$ cat config.mk
export PLATFORM = sky130hd
export DESIGN_NAME = nest_irq_ctrl
export DESIGN_NICKNAME = d
export VERILOG_FILES = /design/src/rtl/nest_irq_ctrl.sv
export SDC_FILE = /design/constraint.sdc
export NUM_CORES = 1
export LEC_CHECK = 0
export ABC_CLOCK_PERIOD_IN_PS = 2800
export BUFFER_PORTS_ARGS = -buffer_cell sky130_fd_sc_hd__clkbuf_2
export CORE_MARGIN = 2
export CORE_UTILIZATION = 59
export CTS_BUF_LIST = sky130_fd_sc_hd__clkbuf_16
export DETAILED_ROUTE_END_ITERATION = 10
export PLACE_DENSITY_LB_ADDON = 0.25
export SETUP_SLACK_MARGIN = 0.4
export SLEW_MARGIN = 20
export SYNTH_ARGS = -nofsm -noshare
export SYNTH_HDL_FRONTEND = slang
export SYNTH_SLANG_ARGS = --single-unit
$ cat constraint.sdc
create_clock -name clk -period 2.8 [get_ports clk]
set_input_delay 0.14 -clock clk [delete_from_list [all_inputs] [get_ports clk]]
set_output_delay 0.14 -clock clk [all_outputs]
set_load 0.05 [all_outputs]
$ cat src/rtl/nest_irq_ctrl.sv
module nest_irq_ctrl #(
  parameter int NSRC = 8,
  parameter int NEXC = 2,
  parameter int DW = 16,
  parameter int AW = 4,
  parameter logic [NSRC-1:0] LVL_FIXED = 8'h80
) (
  input  logic            clk,
  input  logic            rst_n,
  input  logic [NSRC-1:0] src_in,
  input  logic            wr_en,
  input  logic [AW-1:0]   wr_addr,
  input  logic [DW-1:0]   wr_data,
  input  logic            ret_in,
  output logic            take,
  output logic [DW-1:0]   vec,
  output logic            abort_pipe,
  output logic            drain_pipe
);
  localparam int IW = (NSRC > 1) ? $clog2(NSRC) : 1;

  logic [NSRC-1:0] mask_q, prev_q, lat_q, isr_q, lvl, pend, gmask, rmask;
  logic [DW-1:0]   vecs [NSRC];
  logic            nest_q, pvalid, avalid, grant;
  logic [3:0]      psel_q;
  logic [IW-1:0]   pidx, aidx;

  always_comb begin
    lvl = LVL_FIXED;
    lvl[NEXC +: 4] = psel_q;
    for (int i = 0; i < NEXC; i++) lvl[i] = 1'b0;
  end

  assign pend = lat_q & mask_q;

  always_comb begin
    pidx = '0; pvalid = 1'b0;
    aidx = '0; avalid = 1'b0;
    for (int i = NSRC - 1; i >= 0; i--) begin
      if (pend[i])  begin pidx = IW'(i); pvalid = 1'b1; end
      if (isr_q[i]) begin aidx = IW'(i); avalid = 1'b1; end
    end
  end

  assign grant = pvalid && (!avalid || (nest_q && pidx < aidx));

  always_comb begin
    gmask = '0;
    rmask = '0;
    if (grant) gmask[pidx] = 1'b1;
    if (ret_in && avalid) rmask[aidx] = 1'b1;
  end

  always_ff @(posedge clk) begin
    if (!rst_n) begin
      mask_q <= '0;
      nest_q <= 1'b0;
      psel_q <= '0;
      for (int i = 0; i < NSRC; i++) vecs[i] <= '0;
    end else if (wr_en) begin
      if (wr_addr == AW'(0)) mask_q <= wr_data[NSRC-1:0];
      else if (wr_addr == AW'(1)) begin
        nest_q <= wr_data[0];
        psel_q <= wr_data[4:1];
      end else if (int'(wr_addr) - 2 < NSRC) vecs[int'(wr_addr) - 2] <= wr_data;
    end
  end

  always_ff @(posedge clk) begin
    if (!rst_n) begin
      prev_q <= '0;
      lat_q <= '0;
      isr_q <= '0;
      take <= 1'b0;
      vec <= '0;
      abort_pipe <= 1'b0;
      drain_pipe <= 1'b0;
    end else begin
      prev_q <= src_in;
      for (int i = 0; i < NSRC; i++)
        lat_q[i] <= lvl[i] ? src_in[i]
                           : ((lat_q[i] & ~gmask[i]) | (src_in[i] & ~prev_q[i]));
      isr_q <= (isr_q & ~rmask) | gmask;
      take <= grant;
      if (grant) vec <= vecs[pidx];
      abort_pipe <= grant && (int'(pidx) < NEXC);
      drain_pipe <= grant && (int'(pidx) >= NEXC);
    end
  end

  p_pipe_excl_r4: assert property (@(posedge clk) disable iff (!rst_n)
    take |-> (abort_pipe ^ drain_pipe));
  p_pipe_idle_r4: assert property (@(posedge clk) disable iff (!rst_n)
    !take |-> (!abort_pipe && !drain_pipe));
  p_inserv_r3: assert property (@(posedge clk) disable iff (!rst_n)
    take |-> isr_q != '0);
  p_block_r7: assert property (@(posedge clk) disable iff (!rst_n)
    take |-> ($past(nest_q) || $past(isr_q) == '0));
  p_ret_r8: assert property (@(posedge clk) disable iff (!rst_n)
    (ret_in && isr_q != '0 && !grant) |=> $countones(isr_q) == $countones($past(isr_q)) - 1);
endmodule

# == Word level (Yosys, flattened, before mapping) ==
# Memory sizes are Yosys's and may differ from the RTL's. A register that Yosys moved wholly into a read port is not among the register bits.
# Cells that the tools add are included.
# classes
addsub,1
multipliers,0
div,0
order_cmp,8
eq_ne,1
shifts,0
mux,52
bitwise,40
reduce_logical,14
# op_table
operator,n
$mux 3,17
$lt 32x5->1 const B,1
$mux 1,30
$and 8x8->8,2
$mux 16,1
$mux 8,2
$reduce_or 16->1,1
$not 1->1,15
$and 1x1->1,14
$lt 3x4->1 const B,2
$not 8->8,1
$or 8x8->8,1
$logic_and 1x1->1,7
$or 1x1->1,7
$demux 1 s3,2
$ge 3x1->1 const B,2
$sub 4x2->5 const B,1
$eq 4x1->1 const B,1
$logic_not 4->1,1
$ge 3x2->1 const B,1
$lt 3x2->1 const B,1
$lt 3x3->1,1
$reduce_and 3->1,1
$logic_not 1->1,2
2 further kinds,2
# word_totals
ff_bits,39
latchBits,0
ramBits,128
romBits,0
inputBits,32
output_inout_bits,19
wordCells,126
n_memories,1
# mem_list
memory,words,word_bits,read_ports,rd_ports_with_merged_regs,wr,line_no,rtl
vecs,8,16,1,1,8,23,logic [DW-1:0] vecs [NSRC];

# == Logic depth before layout (Yosys ltp) ==
# logic_depth
word_depth,18
mapped_depth,13
mapped_depth_nobuf,10

# == Least setup slack after synthesis ==
# OpenSTA, ideal clock, no wires.
# synth_path
path_kind,reg-to-reg
startpoint,register lat_q[0]
endpoint,"register vec[11], read port of vecs"
setup_time_ns,0.119
arrival_time_ns,2.441
t_required_ns,2.681
slack_ns,0.241
path_stages_with_launch,14
n_path_buf,4
period_less_slack_ns,2.559
path_cell_list,dfxtp_1 -> nand2_1 -> nand2_1 -> clkbuf_1 -> nor2_1 -> ha_1 -> nand2_1 -> a32o_1 -> a31o_1 -> buf_4 -> and2_1 -> buf_6 -> buf_6 -> o221a_1
# synth_via
elab_chain_len,6
word_cells_on_any_way,7
cone_classes,1 x order compare; 2 x mux; 1 x bitwise; 3 x reduce/logical
# synth_rtl
element,line_no,rtl
start: declaration,22,"logic [NSRC-1:0] mask_q, prev_q, lat_q, isr_q, lvl, pend, gmask, rmask;"
start signal: indexed assignment,81,lat_q[i] <= lvl[i] ? src_in[i]
$and 8x8->8 (*),34,assign pend = lat_q & mask_q;
$mux 3,40,if (pend[i]) begin pidx = IW'(i); pvalid = 1'b1; end
$lt 3x3->1,45,assign grant = pvalid && (!avalid || (nest_q && pidx < aidx));
$logic_and 1x1->1,45,
$logic_or 1x1->1,45,
$logic_and 1x1->1,45,
end: declaration,16,"output logic [DW-1:0] vec,"
# Every way passes the cells marked *; elsewhere a longest branch is shown, timed or not.
# A chain may end at the register's enable or synchronous reset.

# == Worst setup path after layout ==
# layout_path
startpoint,register mask_q[2]
endpoint,register lat_q[1]
# layout_via
elab_chain_len,12
word_cells_on_any_way,20
cone_classes,3 x order compare; 9 x mux; 4 x bitwise; 4 x reduce/logical
# layout_rtl
element,line_no,rtl
start: declaration,22,
start signal: assignment,61,if (wr_addr == AW'(0)) mask_q <= wr_data[NSRC-1:0];
$and 8x8->8 (*),34,
$mux 3 (3 in series),40,
$lt 3x4->1 (implied by the code) (tied with other cells),50,if (grant) gmask[pidx] = 1'b1;
"$logic_and 1x1->1, on equally long branches","50, 45",
$mux 1 (implied by the code) or $logic_or 1x1->1 (tied branches),"50, 45",
$demux 1 s3 or $logic_and 1x1->1 (tied branches),"50, 45",
$mux 8 (*),50,
$not 1->1 (*),82,: ((lat_q[i] & ~gmask[i]) | (src_in[i] & ~prev_q[i]));
$and 1x1->1 (*),82,
$or 1x1->1 (*),82,
# Marks and branches as above.

==> impl_metrics.json <==
{
  "finalCriticalPeriod_ns": 2.40,
  "min_period_over_period_pct": 85.6,
  "start_util_pct": 60.2,
  "crit_type": "reg2reg",
  "yosys.area.top_type_share_pct": 48.2,
  "cts_buffer_depth": 2,
  "fin_nets": 736,
  "syn-cell-area_um2": 7970,
  "dieHeight_um": 120,
  "cts_root_buf": "clkbuf_16",
  "crit_required_ns": 3.12,
  "synth_cell_types": 48,
  "slew_headroom_pct": 34.5,
  "ys_async_sr_fraction_pct": 0,
  "viasPerCell": 6.15,
  "ys_seq_area_share_pct": 62.0,
  "post-synth-top-count-cell": "edfxtp_1",
  "ys_warn_count": 0,
  "avgSynthCellArea_um2": 12.7,
  "ioPinCount": 51,
  "ant_nets": 0,
  "overflow": 0,
  "post-place-cells": 844,
  "grt_max_degree": 64,
  "grt_first_pass_wirelength_um": 29400,
  "worst-path-max-fanout": 8,
  "ys.flop_type": "edfxtp_1",
  "cts.sink_count": 183,
  "fp-row-count": 42,
  "tns_ns": 0,
  "fmax_mhz": 417,
  "drcViolationCount": 0,
  "yosys.area.top_type": "edfxtp_1",
  "portBuffers": 50,
  "totalWireLength_um": 18900,
  "maxCapViolations": 0,
  "coreArea_um2": 13200,
  "first_iter_violations": 536,
  "setup_violations": 0,
  "grtUsageTotal_pct": 27.2,
  "cp-end-kind": "flop",
  "n_antenna_cell": 0,
  "peakVddDrop_v": 0.000486,
  "cts.clk_slew.worst_paths_ns": 0.07,
  "tritoncts": "built",
  "netlist_top_cells_count": "edfxtp_1 (128), and2_1 (108), dfxtp_1 (55), mux2i_1 (45), nand2_1 (39)",
  "critPathLaunchType": "flop",
  "vias": 5481,
  "hold_path.class": "in2reg",
  "leakage_uw": 0.00376,
  "arrival_ns": 2.72,
  "area_growth_pct": 17.2,
  "fin_ws_ns": 0.404,
  "dp_hpwl_um": 12500,
  "cts_buffers": 17,
  "ff2ff_path_depth": 10,
  "routabilityCongestion": 0.885,
  "synth_edf_count": 128,
  "rsz0062_at_grt": "yes",
  "holdPathStages": 3,
  "clk_latency_ns": 0.44,
  "grt_pass1_vias": 5490,
  "final_hold_viol_count": 0,
  "fin_util_pct": 70.6,
  "antenna_found_initial": 0,
  "tightestPinTransition_ns": 0.979,
  "dieArea_um2": 14500,
  "synthTopCellsByArea": "edfxtp_1 (48%), dfxtp_1 (14%), and2_1 (8.5%)",
  "drt_first_pass_iters": 7,
  "syn-instance-count": 630,
  "synth_nets": 664,
  "ys_ff_latch": 183,
  "wl_per_cell_um": 21.2,
  "finalMaxSlewViolations": 0,
  "status": "completed",
  "h-tree-depth": 4,
  "die_w_um": 120,
  "skew_ns": 0.0170,
  "drive_above_1_share_pct": 20.7,
  "preCtsSetupSlack_ns": 0.145,
  "p_per_area_nw_per_um2": 616,
  "instances_no_fill": 891
}
## final cells by class
cell class,instances,area [µm²]
tap,176,220
clock inverter,13,105
sequential,183,4950
clock buffer,19,475
fill,957,3900
timing repair buffer,96,634
multi-input combinational,395,2930
inverter,9,33.8
## through the flow
step	power (µW)	hold WS [ns]	cell area, µm²
3_5_place_dp	3460	0.360	8510
2_1_floorplan	3320	0.256	8000
5_1_grt	5920	0.0686	9340
3_3_place_gp	3440	0.352	8510
4_1_cts	5760	0.0454	9220
6_report	5750	0.0597	9340
## state kept, by name, summed over array words and instances, names as in the netlist
signal	cells
vecs	128
vec	16
abort_pipe	1
take	1
mask_q	8
prev_q	7
drain_pipe	1
isr_q	8
lat_q	8
psel_q	4
nest_q	1
## final timing paths
kind | start | to | slack (ns)
hold / removal | ret_in | isr_q[0] | 0.06
hold reg to reg | prev_q[0] | lat_q[0] | 0.43
setup reg to reg | mask_q[2] | lat_q[1] | 0.40
setup / recovery | mask_q[2] | lat_q[1] | 0.40
## report_power, final
part	total (µW)	internal, µW	switching [µW]
logic	346	120	226
clock network	2320	1260	1060
registers	3090	3030	56.7
## layer usage
layer,vias to the layer above,share of wire (%),track usage (%)
met4,0,2.7,10.8
li1,2520,-,-
met2,180,52,47.0
met1,2748,39,33.9
met3,33,5.6,5.38
met5,-,0,0
## cells by family (layout without fill, tap and decap cells)
kind of cell | Yosys count | count (layout) | share of synthesized area (%)
AND/OR/NAND/NOR | 239 | 239 | 17.3
AO/OA/AOI/OAI | 108 | 108 | 11.7
flip-flops | 183 | 183 | 62.0
XOR/XNOR | 1 | 1 | 0.110
adder cells (fa/ha/maj) | 2 | 2 | 0.314
buffers and inverters | 52 | 137 | 2.97
multiplexers | 45 | 45 | 5.65
## timing repair
action / 4_1_cts / 5_1_grt
endpoints found under the hold margin: 9 / 0
hold buffers: 8 / 0
endpoints found under the setup margin: 31 / 30
gates cloned: 1 / 1
gates resized for setup: 8 / 22
buffers inserted: 1 / 4
pin swaps: 2 / 15
## worst max-delay path, stage by stage, from the launching register on
cell	delay, ns
dfxtp_4	0.36
a22oi_2	0.32
nand2_2	0.14
nor2_4	0.14
ha_4	0.21
a211oi_2	0.26
buf_4	0.15
a31o_4	0.20
buf_6	0.14
nand3_1	0.10
a32o_1	0.28
## layout by cell type, fill, tap and decap left out, types with 4 or more instances in the layout
master and count:
edfxtp_1 128, and2_1 106, dfxtp_1 54, clkbuf_2 50, mux2i_1 45, nand2_1 37
and3_1 37, buf_4 34, nor2b_1 19, clkbuf_16 19, o211ai_1 17, a222oi_1 16
o221ai_1 15, nor2_1 10, o221a_1 10, inv_1 9, dlygate4sd3_1 8, a21boi_0 7
nand2b_1 6, o21ai_0 5, inv_6 5, o21ai_1 4, nand3_1 4, o221a_2 4
(Power assumes the default switching activity.)
